--- config.mk ---
export PLATFORM = sky130hd
export DESIGN_NAME = fsr_status_gen
export DESIGN_NICKNAME = d
export VERILOG_FILES = /design/src/rtl/fsr_pkg.sv /design/src/rtl/fsr_toggle.sv /design/src/rtl/fsr_fail_latch.sv /design/src/rtl/fsr_classify.sv /design/src/rtl/fsr_status_gen.sv
export SDC_FILE = /design/constraint.sdc
export NUM_CORES = 1
export LEC_CHECK = 0
export ABC_AREA = 1
export BUFFER_PORTS_ARGS = -buffer_cell sky130_fd_sc_hd__buf_2
export CELL_PAD_IN_SITES_DETAIL_PLACEMENT = 1
export CELL_PAD_IN_SITES_GLOBAL_PLACEMENT = 2
export CORE_ASPECT_RATIO = 1.4
export CORE_MARGIN = 5
export CORE_UTILIZATION = 20
export CTS_CLUSTER_SIZE = 8
export DETAILED_ROUTE_END_ITERATION = 8
export PLACE_DENSITY_LB_ADDON = 0.1
export RECOVER_POWER = 50
export SLEW_MARGIN = 10
export SYNTH_ARGS = -nofsm -noshare
export SYNTH_HDL_FRONTEND = slang
export SYNTH_SLANG_ARGS = --single-unit
export TNS_END_PERCENT = 30
--- constraint.sdc ---
create_clock -name clk -period 3.2 [get_ports clk]
set_clock_uncertainty 0.2 [all_clocks]
set_input_delay 0.16 -clock clk [delete_from_list [all_inputs] [get_ports clk]]
set_output_delay 0.16 -clock clk [all_outputs]
set_load 0.03 [all_outputs]
--- src/rtl/fsr_pkg.sv ---
package fsr_pkg;

    typedef enum logic [2:0] {
        PH_IDLE  = 3'd0,
        PH_PROG  = 3'd1,
        PH_EWIN  = 3'd2,
        PH_ERUN  = 3'd3,
        PH_ESUSP = 3'd4
    } fsr_phase_e;

    // Control decided for the current read
    typedef struct packed {
        logic status_on;  // drive status instead of array data
        logic poll;       // bit 7 value
        logic timer;      // bit 3 value
        logic adv_any;    // bit 6 may advance on this read
        logic adv_blk;    // bit 2 may advance on this read
    } fsr_ctl_t;

    localparam int POS_POLL  = 7;
    localparam int POS_TOG   = 6;
    localparam int POS_FAIL  = 5;
    localparam int POS_TIMER = 3;
    localparam int POS_ALT   = 2;
    localparam int NUM_TOG   = 2;

    function automatic fsr_phase_e fsr_norm(input logic [2:0] raw);
        case (raw)
            3'd1:    return PH_PROG;
            3'd2:    return PH_EWIN;
            3'd3:    return PH_ERUN;
            3'd4:    return PH_ESUSP;
            default: return PH_IDLE;
        endcase
    endfunction

    function automatic logic fsr_starts(input fsr_phase_e prev, input fsr_phase_e cur);
        return (prev == PH_IDLE) && ((cur == PH_PROG) || (cur == PH_EWIN));
    endfunction

endpackage

--- src/rtl/fsr_toggle.sv ---
module fsr_toggle (
    input  logic clk,
    input  logic rst,
    input  logic clr,
    input  logic adv,
    output logic q_eff,
    output logic q_reg
);
    always_comb q_eff = clr ? 1'b0 : q_reg;

    always_ff @(posedge clk) begin
        if (rst) q_reg <= 1'b0;
        else     q_reg <= q_eff ^ adv;
    end
endmodule

--- src/rtl/fsr_fail_latch.sv ---
module fsr_fail_latch import fsr_pkg::*; (
    input  logic       clk,
    input  logic       rst,
    input  fsr_phase_e phase,
    input  logic       fail_set,
    input  logic       fail_clr,
    output logic       err_q,
    output logic       err_ers_q
);
    logic can_fail;
    always_comb can_fail = (phase == PH_PROG) || (phase == PH_ERUN);

    always_ff @(posedge clk) begin
        if (rst) begin
            err_q     <= 1'b0;
            err_ers_q <= 1'b0;
        end else if (fail_clr) begin
            err_q     <= 1'b0;
            err_ers_q <= 1'b0;
        end else if (fail_set && can_fail && !err_q) begin
            err_q     <= 1'b1;
            err_ers_q <= (phase == PH_ERUN);
        end
    end
endmodule

--- src/rtl/fsr_classify.sv ---
module fsr_classify import fsr_pkg::*; (
    input  fsr_phase_e phase,
    input  logic       err_q,
    input  logic       err_ers_q,
    input  logic       sel_hit,
    input  logic       bad_hit,
    input  logic       prog_d7,
    output fsr_ctl_t   ctl
);
    always_comb begin
        ctl = '0;
        if (err_q) begin
            ctl.status_on = 1'b1;
            ctl.poll      = err_ers_q ? 1'b0 : ~prog_d7;
            ctl.timer     = err_ers_q;
            ctl.adv_any   = 1'b1;
            ctl.adv_blk   = err_ers_q & bad_hit;
        end else begin
            unique case (phase)
                PH_PROG: begin
                    ctl.status_on = 1'b1;
                    ctl.poll      = ~prog_d7;
                    ctl.adv_any   = 1'b1;
                end
                PH_EWIN: begin
                    ctl.status_on = 1'b1;
                    ctl.adv_any   = 1'b1;
                    ctl.adv_blk   = sel_hit;
                end
                PH_ERUN: begin
                    ctl.status_on = 1'b1;
                    ctl.timer     = 1'b1;
                    ctl.adv_any   = 1'b1;
                    ctl.adv_blk   = sel_hit;
                end
                PH_ESUSP: begin
                    if (sel_hit) begin
                        ctl.status_on = 1'b1;
                        ctl.poll      = 1'b1;
                        ctl.timer     = 1'b1;
                        ctl.adv_blk   = 1'b1;
                    end
                end
                default: ctl = '0;
            endcase
        end
    end
endmodule

--- src/rtl/fsr_status_gen.sv ---
module fsr_status_gen import fsr_pkg::*; #(
    parameter int NBLK = 7,
    parameter int DW   = 16,
    localparam int BLK_W = $clog2(NBLK + 1)
) (
    input  logic             clk,
    input  logic             rst,
    input  logic [2:0]       mode_i,
    input  logic             rd_stb,
    input  logic [BLK_W-1:0] rd_blk,
    input  logic [NBLK-1:0]  ers_sel,
    input  logic [NBLK-1:0]  ers_bad,
    input  logic             prog_d7,
    input  logic             fail_set,
    input  logic             fail_clr,
    output logic [DW-1:0]    stat_word,
    output logic             pass_thru
);
    fsr_phase_e phase, prev_mode_q;
    logic       op_start;
    logic       sel_hit, bad_hit;
    logic       err_q, err_ers_q;
    fsr_ctl_t   ctl;
    logic [NUM_TOG-1:0] t_adv, t_eff, t_reg;
    logic       t6_q, t2_q;

    always_comb phase    = fsr_norm(mode_i);
    always_comb op_start = fsr_starts(prev_mode_q, phase);

    always_ff @(posedge clk) begin
        if (rst) prev_mode_q <= PH_IDLE;
        else     prev_mode_q <= phase;
    end

    // Block lookup; indexes at or above NBLK hit nothing
    always_comb begin
        sel_hit = 1'b0;
        bad_hit = 1'b0;
        for (int i = 0; i < NBLK; i++) begin
            if (rd_blk == BLK_W'(i)) begin
                sel_hit = ers_sel[i];
                bad_hit = ers_bad[i];
            end
        end
    end

    fsr_fail_latch u_fail (
        .clk       (clk),
        .rst       (rst),
        .phase     (phase),
        .fail_set  (fail_set),
        .fail_clr  (fail_clr),
        .err_q     (err_q),
        .err_ers_q (err_ers_q)
    );

    fsr_classify u_cls (
        .phase     (phase),
        .err_q     (err_q),
        .err_ers_q (err_ers_q),
        .sel_hit   (sel_hit),
        .bad_hit   (bad_hit),
        .prog_d7   (prog_d7),
        .ctl       (ctl)
    );

    always_comb begin
        t_adv[0] = rd_stb & ctl.adv_any;
        t_adv[1] = rd_stb & ctl.adv_blk;
    end

    for (genvar g = 0; g < NUM_TOG; g++) begin : g_tog
        fsr_toggle u_tog (
            .clk   (clk),
            .rst   (rst),
            .clr   (op_start),
            .adv   (t_adv[g]),
            .q_eff (t_eff[g]),
            .q_reg (t_reg[g])
        );
    end

    always_comb t6_q = t_reg[0];
    always_comb t2_q = t_reg[1];

    always_comb begin
        stat_word = '0;
        if (ctl.status_on) begin
            stat_word[POS_POLL]  = ctl.poll;
            stat_word[POS_TOG]   = t_eff[0];
            stat_word[POS_FAIL]  = err_q;
            stat_word[POS_TIMER] = ctl.timer;
            stat_word[POS_ALT]   = t_eff[1];
        end
        pass_thru = ~ctl.status_on;
    end
endmodule

[After elaboration in Yosys (flattened, before gate mapping)]
Index checks and enable logic that the tools add are counted.
Word-level totals
  flip-flop bits (word level): 7
  input bits: 26
  output and inout port bits: 17
Operators by class
  equal/unequal tests: 14
  mux-type cells: 28
  bitwise logic cells: 7
  reduce and logical (&&, ||, !) cells: 11
Operators by type and width (number)
  $mux W1: 19
  $eq A3 B2 Y1 const B: 6
  $eq A3 B3 Y1 const B: 5
  $pmux W3 S4: 1
  $eq A3 B1 Y1 const B: 3
  $pmux W1 S2: 4
  $logic_not A3 Y1: 2
  $mux W3: 2
  $mux W5: 1
  $reduce_or A2 Y1: 2
  $and A1 B1 Y1: 3
  $logic_and A1 B1 Y1: 3
  $reduce_or A3 Y1: 1
  $logic_or A1 B1 Y1: 2
  $mux W2: 1
  $not A1 Y1: 2
  $xor A1 B1 Y1: 2
  $logic_not A1 Y1: 1

[Longest topological paths before layout]
Gate-level depths: netlist (run 1).
  depth after elaboration: 13
  depth in mapped cells: 13

[Cells and area by module]
Synthesis (run 1) repeated with hierarchy kept, for this count alone.
Unflattened totals
  cell total of the unflattened synthesis: 136
  area, all modules: 743.2 µm²
Modules (own cells, without submodules)
  fsr_status_gen: instances 1, cells each 73, area each 401.6 µm², seq. area each 60.1 µm²
  fsr_classify: instances 1, cells each 31, area each 128.9 µm², seq. area each 0.0 µm²
  fsr_toggle: instances 2, cells each 9, area each 57.6 µm², seq. area each 20.0 µm²
  fsr_fail_latch: instances 1, cells each 14, area each 97.6 µm², seq. area each 40.0 µm²

[Worst setup path after synthesis (run 1)]
No wires, ideal clock.
  kind: input-to-output
  from: input port rd_blk[2]
  to: output port stat_word[3]
  data arrival time: 1.310 ns
  required time: 2.840 ns
  setup slack: 1.530 ns
  cell stages on the path: 9
  cells stage by stage: inv_2 nand4_1 nand3_1 nand2_1 nand2_1 nand2_1 a21oi_1 nor2_1 a21oi_1
Between the ends
  longest elaborated chain between the ends: 12
  elaborated cells between the ends (all ways): 19
Ends and longest elaborated chain
  from (decl): line fsr_status_gen.sv:10  | input logic [BLK_W-1:0] rd_blk,
  $logic_not A3 Y1: line fsr_status_gen.sv:40  | if (rd_blk == BLK_W'(i)) begin
  $mux W1 (6 in a row): line fsr_status_gen.sv:40
  $mux W1 *: line fsr_status_gen.sv:40
  $mux W3 *: line fsr_classify.sv:37  | if (sel_hit) begin
  $pmux W1 S2: line fsr_classify.sv:19  | unique case (phase)
  $mux W5 *: line fsr_classify.sv:12  | if (err_q) begin
  $mux W2 *: line fsr_status_gen.sv:88  | if (ctl.status_on) begin
  to (decl): line fsr_status_gen.sv:16  | output logic [DW-1:0] stat_word,
Mark *: on every way between the ends. The rest lies on a longest branch, timed or not.

[Worst setup path in the final report (run 1)]
  from: input port mode_i[2]
  to: output port stat_word[2]
Between the ends
  longest elaborated chain between the ends: 7
  elaborated cells between the ends (all ways): 16
Ends and longest elaborated chain
  from (decl): line fsr_status_gen.sv:8  | input logic [2:0] mode_i,
  $eq A3 B3 Y1 (tied with other cells): line fsr_pkg.sv:28  | case (raw)
  $pmux W3 S4 *: line fsr_pkg.sv:28
  $eq A3 B1 Y1 (tied with other cells): line fsr_pkg.sv:38, fsr_classify.sv:19
  $reduce_or A3 Y1 (no line) or $logic_or A1 B1 Y1 (tied branches)
  $pmux W1 S2 or $logic_and A1 B1 Y1 (tied branches): line fsr_classify.sv:19, fsr_pkg.sv:38
  $mux W5 or $mux W1 (tied branches): line fsr_classify.sv:12, fsr_toggle.sv:9
  $mux W2 *: line fsr_status_gen.sv:88
Marked as above.

==> reports/qor.csv, run 1 <==
metric,value,unit
RePlAce Congestion,0.815,
worst r2r path cells,6,
vias,756,
R2R setup slack,1760,ps
via count of the first global-routing pass,788,
Tmin final,2380,ps
Worst R2R End,g_tog[0].u_tog.q_reg,
max FFs per register,3,
Fmax achieved,420,MHz
"Setup violations, final",0,
pwr/cell area,355,nW/um^2
DRC violations left,0,
"Seq/Total Area, Yosys",0.214,
core area,3120,sq um
1st-iter DRT viols,14,
CP peak stage delay,530,ps
"Reg clk slew, reported paths",40,ps
Min Hold Slack,49.8,ps
setup_tns,0,ps
status,"complete, no violations",
# resized after CTS,0,
DIE AREA,4530,sq um
CP Class,in -> out,
nets,175,
part of the power in registers,0.292,
Post-synth top cells,"nand2_1, inv_1, buf_4, nor2_1, dfxtp_1",
startpoint of the worst hold path,mode_i[1],
P_sw,0.107,mW
first-pass GRT wire length,3.19,mm
chip height,77.7,microns
hold bufs inserted after CTS,4,
Ant. Diodes,0,
CP cell instances,"dlygate4sd3_1, clkbuf_1, inv_1, nand2_1, o21ai_0, inv_1, nor4_1, nor2_1, nand2_1, inv_1, buf_2",
post-route ant nets,0,
post-layout instance area,891,sq um
FF-to-FF Start,u_fail.err_q,
Vias/cell,4.04,
Yosys cell types,21,
Combinational Power Share,0.308,
Setup Buffers After CTS,0,
Lkg Pwr,0.486,nW
Total GRT Usage,0.0878,
Routed WL per cell,10.3,microns
Initial Util,0.210,
H-tree levels,1,
final wirelength,1.94,mm
top-area cell type share of the netlist area,0.214,
switching share of total power,0.339,
Num CTS Buffers,3,
layout overhead on the synthesized area,36.1,%
Fillers,427,
Post-Synthesis Cells,111,
Worst VDD drop,0.212,mV
largest net degree at the start of global routing,10,
IO Port Bufs,31,
initial antenna violation count,0,
CP most frequent cell,inv_1,
GR Overflow Total,0,
Crit path buffers/inverters,6,
critical path peak fanout,5,
Final Hold Violating Endpoints,0,
final period utilization,0.744,
Syn. warnings,0,
Yosys top cell by area,dfxtp_1,
CTS tree,yes,
CTS Sinks,7,
top post-synthesis cells by area,"dfxtp_1, nand2_1, buf_4, inv_1, nor2_1",
hold depth,3,
Critical Path RT,2840,ps
worst skew pair latency,230,ps
CP top delay family,buffers and inverters,
CP max stage cell,dlygate4sd3_1,
Startpoint Class,input pin,
Initial DRT Pass Iterations,3,
ys flop type,dfxtp_1,
Pint,0.209,mW
Root Driver,clkbuf_8,
dpl cell area,810,sq um
Detail Placement HPWL,1.72,mm
max-cap violations,0,
number of synthesized flops with an enable pin,0,
Post-synth ARST share,0,
Worst Hold Class,in -> reg,
Final Slew Violations,0,
hold endpoint,u_fail.err_ers_q,
CTS Buffer Depth,2,
crit path capture type,primary output,
I/O pin count,43,
"FF+latch count, synth",7,
Die X,58.3,microns
arrival time at the worst endpoint,2020,ps
row count,24,
Power Total,0.316,mW
RSZ-0062 raised after global routing,false,
Clock power frac,0.400,
share of layout cells above drive strength 1,0.264,
top-count cell post-synth,nand2_1,
mapped cell area,654,sq um
Mean Syn Cell Area,5.90,sq um
## power by group through the flow
stage                     Clock, mW  Sequential (mW)  Combinational, mW
after floorplan                   0           0.0936             0.0732
after global placement            0           0.0939             0.0957
after detailed placement          0           0.0940             0.0957
after CTS                     0.130           0.0925             0.0994
after global routing          0.132           0.0928              0.110
final                         0.126           0.0924             0.0973
## stage by stage
stage           util  setup slack (ps)  cells
2_1_floorplan      -              1530    121
3_3_place_gp   0.259              1280    179
3_5_place_dp   0.259              1290    179
4_1_cts        0.286               810    187
5_1_grt        0.285               599    187
6_report       0.285               821    187
## metal layers
layer / track usage / part of all wire / vias to the layer above
met5: 0 / 0 / -
li1: - / - / 404
met4: 0.0348 / 0.0047 / 0
met3: 0.0166 / 0.071 / 2
met1: 0.0883 / 0.36 / 331
met2: 0.169 / 0.56 / 19
## kinds of logic (layout without fill, tap and decap cells)
logic type | Yosys count | after routing | synth area share
simple gates | 53 | 53 | 0.386
other cells | 1 | 11 | 0.00573
compound gates | 15 | 15 | 0.130
flops | 7 | 7 | 0.214
buf+inv | 35 | 62 | 0.264
## cell type report
cell class / instances / area, sq um / area share
clock buffer: 4 / 45.0 / 0.0506
inverter: 23 / 86.3 / 0.0969
tap: 39 / 48.8 / 0.0548
multi-input combinational: 79 / 379 / 0.426
sequential: 7 / 140 / 0.157
timing repair buffer: 35 / 191 / 0.215
## tightest hold or removal path: cells and delay by family
kind	cells	cell delay, ps
AOI/OAI and AO/OA	1	50
buffers and inverters	1	110
and+or+nand+nor	1	100
## how the worst max path moves through the flow
stage | startpoint | end | slack (ps) | cells after the start
floorplan | rd_blk[2] | stat_word[3] | 1530 | 9
global placement | rd_blk[0] | stat_word[2] | 1280 | 13
detailed placement | rd_blk[0] | stat_word[2] | 1290 | 13
CTS | mode_i[2] | stat_word[2] | 810 | 11
global route | mode_i[2] | stat_word[6] | 600 | 12
finish | mode_i[2] | stat_word[2] | 820 | 11
## cells in the final DEF (no fill, tap or decap), types with 2 or more instances in the layout
cell type,netlist,final
nor2_1,11,11
o211ai_1,2,2
nor3_2,2,2
inv_2,3,3
inv_1,20,20
nand3_1,4,4
nand2_1,24,24
nand4_1,5,5
dfxtp_1,7,7
a21oi_1,6,6
nor3_1,3,3
conb_1,1,11
clkbuf_1,1,4
clkbuf_8,0,3
o21ai_0,5,5
buf_2,0,28
dlygate4sd3_1,0,4
Power figures use the tool's default switching activity.
==> run 2, diff against run 1 <==
- CORE_UTILIZATION: 20 -> 17
- clock period: 3.2 -> 2 ns (I/O delays scaled with it)
==> reports/qor.csv, run 2 (same netlist as run 1, synthesis figures left out) <==
metric,value,unit,change
CTS Buffer Depth,2,,unchanged
"Worst Setup Slack, final",126,ps,was 821 ps
I/O pin count,43,,unchanged
# resized after CTS,0,,unchanged
CTS tree,yes,,unchanged
met2 routed WL,1.14,mm,was 1.08 mm
critical path peak fanout,5,,unchanged
CP max stage cell,dlygate4sd3_1,,unchanged
Routed WL per cell,11.2,microns,was 10.3 microns
DIE AREA,5210,sq um,was 4530 sq um
setup_tns,0,ps,unchanged
hold bufs inserted after CTS,7,,was 4
worst r2r path cells,4,,was 6
"Setup violations, final",0,,unchanged
H-tree levels,1,,unchanged
1st-iter DRT viols,33,,was 14
vias,779,,was 756
Setup Buffers After CTS,0,,unchanged
row count,26,,was 24
Crit path buffers/inverters,3,,was 6
Critical Path RT,1980,ps,was 2840 ps
M1 wire length,834,microns,was 702 microns
Final Slew Violations,0,,unchanged
chip height,83.4,microns,was 77.7 microns
Die X,62.4,microns,was 58.3 microns
first-pass GRT wire length,3.87,mm,was 3.19 mm
pwr/cell area,552,nW/um^2,was 355 nW/um^2
worst skew pair latency,230,ps,about the same
Setup WS pre-CTS,185,ps,was 1290 ps
Initial Util,0.178,,was 0.210
initial antenna violation count,0,,unchanged
Lkg Pwr,0.507,nW,was 0.486 nW
Num CTS Buffers,3,,unchanged
via count of the first global-routing pass,891,,was 788
Fillers,513,,was 427
Tmin final,1870,ps,
"most common cell after layout, fill and taps aside",buf_2,,unchanged
"commonest non-fill, non-tap cells in the layout","buf_2, nand2_1, inv_1",,unchanged
final period utilization,0.937,,
Worst VDD drop,0.377,mV,was 0.212 mV
GR Overflow Total,0,,unchanged
"Reg clk slew, reported paths",40,ps,about the same
max-cap violations,0,,unchanged
final wirelength,2.17,mm,was 1.94 mm
DRC violations left,0,,unchanged
CP peak stage delay,570,ps,was 530 ps
CP top delay family,buffers and inverters,,unchanged
placed instance count,182,,was 179
Ant. Diodes,0,,unchanged
Min Hold Slack,-3.97,ps,was 49.8 ps
CP Class,in -> reg,,was in -> out
RePlAce Congestion,0.688,,was 0.815
CTS Sinks,7,,unchanged
CP cell instances,"dlygate4sd3_1, buf_2, or2_2, a211oi_1, dlygate4sd3_1",,"was dlygate4sd3_1, clkbuf_1, inv_1, nand2_1, o21ai_0, inv_1, nor4_1, nor2_1, nand2_1, inv_1, buf_2"
arrival time at the worst endpoint,1850,ps,was 2020 ps
failing checks,negative hold slack,,
crit path capture type,flip-flop,,was primary output
status,"finished, violations left",,"was complete, no violations"
layout overhead on the synthesized area,41.5,%,was 36.1%
max FFs per register,3,,unchanged
IO Port Bufs,31,,unchanged
Post-Layout Cell Count,193,,was 187
Initial DRT Pass Iterations,4,,was 3
Root Driver,clkbuf_8,,unchanged
core area,3680,sq um,was 3120 sq um
Startpoint Class,input pin,,unchanged
post-route ant nets,0,,unchanged
RSZ-0062 raised after global routing,false,,unchanged
met3 wire len,141,microns,was 138 microns
Final Hold Violating Endpoints,1,,was 0
largest net degree at the start of global routing,10,,unchanged
CP most frequent cell,dlygate4sd3_1,,was inv_1
share of layout cells above drive strength 1,0.265,,was 0.264
Vias/cell,4.04,,about the same
nets,178,,was 175
Total GRT Usage,0.0903,,was 0.0878
Fmax achieved,534,MHz,
Detail Placement HPWL,1.85,mm,was 1.72 mm
Power Total,0.511,mW,was 0.316 mW
uppermost layer routed,met4,,unchanged
Crit path depth,5,,was 11
Worst Hold Class,in -> reg,,unchanged
hold depth,3,,unchanged
==> run 2: cell count changes in the layout (fill, tap and decap cells not counted) <==
cell / delta
buf_2: +1
clkbuf_1: -1
dlygate4sd3_1: +3
==> run 2: cell type report <==
type	count	area [sq um]	area share
Inverter	23	86.3	0.0932
Sequential cell	7	140	0.151
Multi-Input combinational cell	79	379	0.409
Tap cell	42	52.6	0.0568
Timing Repair Buffer	38	223	0.241
Clock buffer	4	45.0	0.0486
==> run 2: path summary, 6_finish.rpt <==
check	from	to	slack, ps
worst max-delay path	rst	u_fail.err_ers_q	130
worst min-delay path	mode_i[1]	prev_mode_q[1]	-4
worst min register to register	g_tog[0].u_tog.q_reg	g_tog[0].u_tog.q_reg	350
worst max register to register	u_fail.err_q	u_fail.err_ers_q	340
==> run 2: metrics by stage <==
stage,cell area (sq um),util
floorplan,692,-
global placement,813,0.221
detailed placement,813,0.221
CTS,928,0.253
global route,926,0.252
finish,926,0.252
==> run 2: routing by layer <==
layer / global-route usage / vias to the layer above
li1: - / 408
met1: 0.0920 / 340
met2: 0.162 / 26
met3: 0.0270 / 5
met4: 0.0463 / 0
met5: 0 / -
==> run 2: worst register-to-register path: stages, from the launching register on <==
cell	delay [ps]
dfxtp_1	320
inv_1	150
nand3_1	140
a211oi_1	220
dlygate4sd3_1	570
==> run 2: where the power goes <==
group          internal [mW]  switching [mW]
combinational         0.0528           0.108
sequential             0.146         0.00198
clock                  0.138          0.0637
total                  0.337           0.174
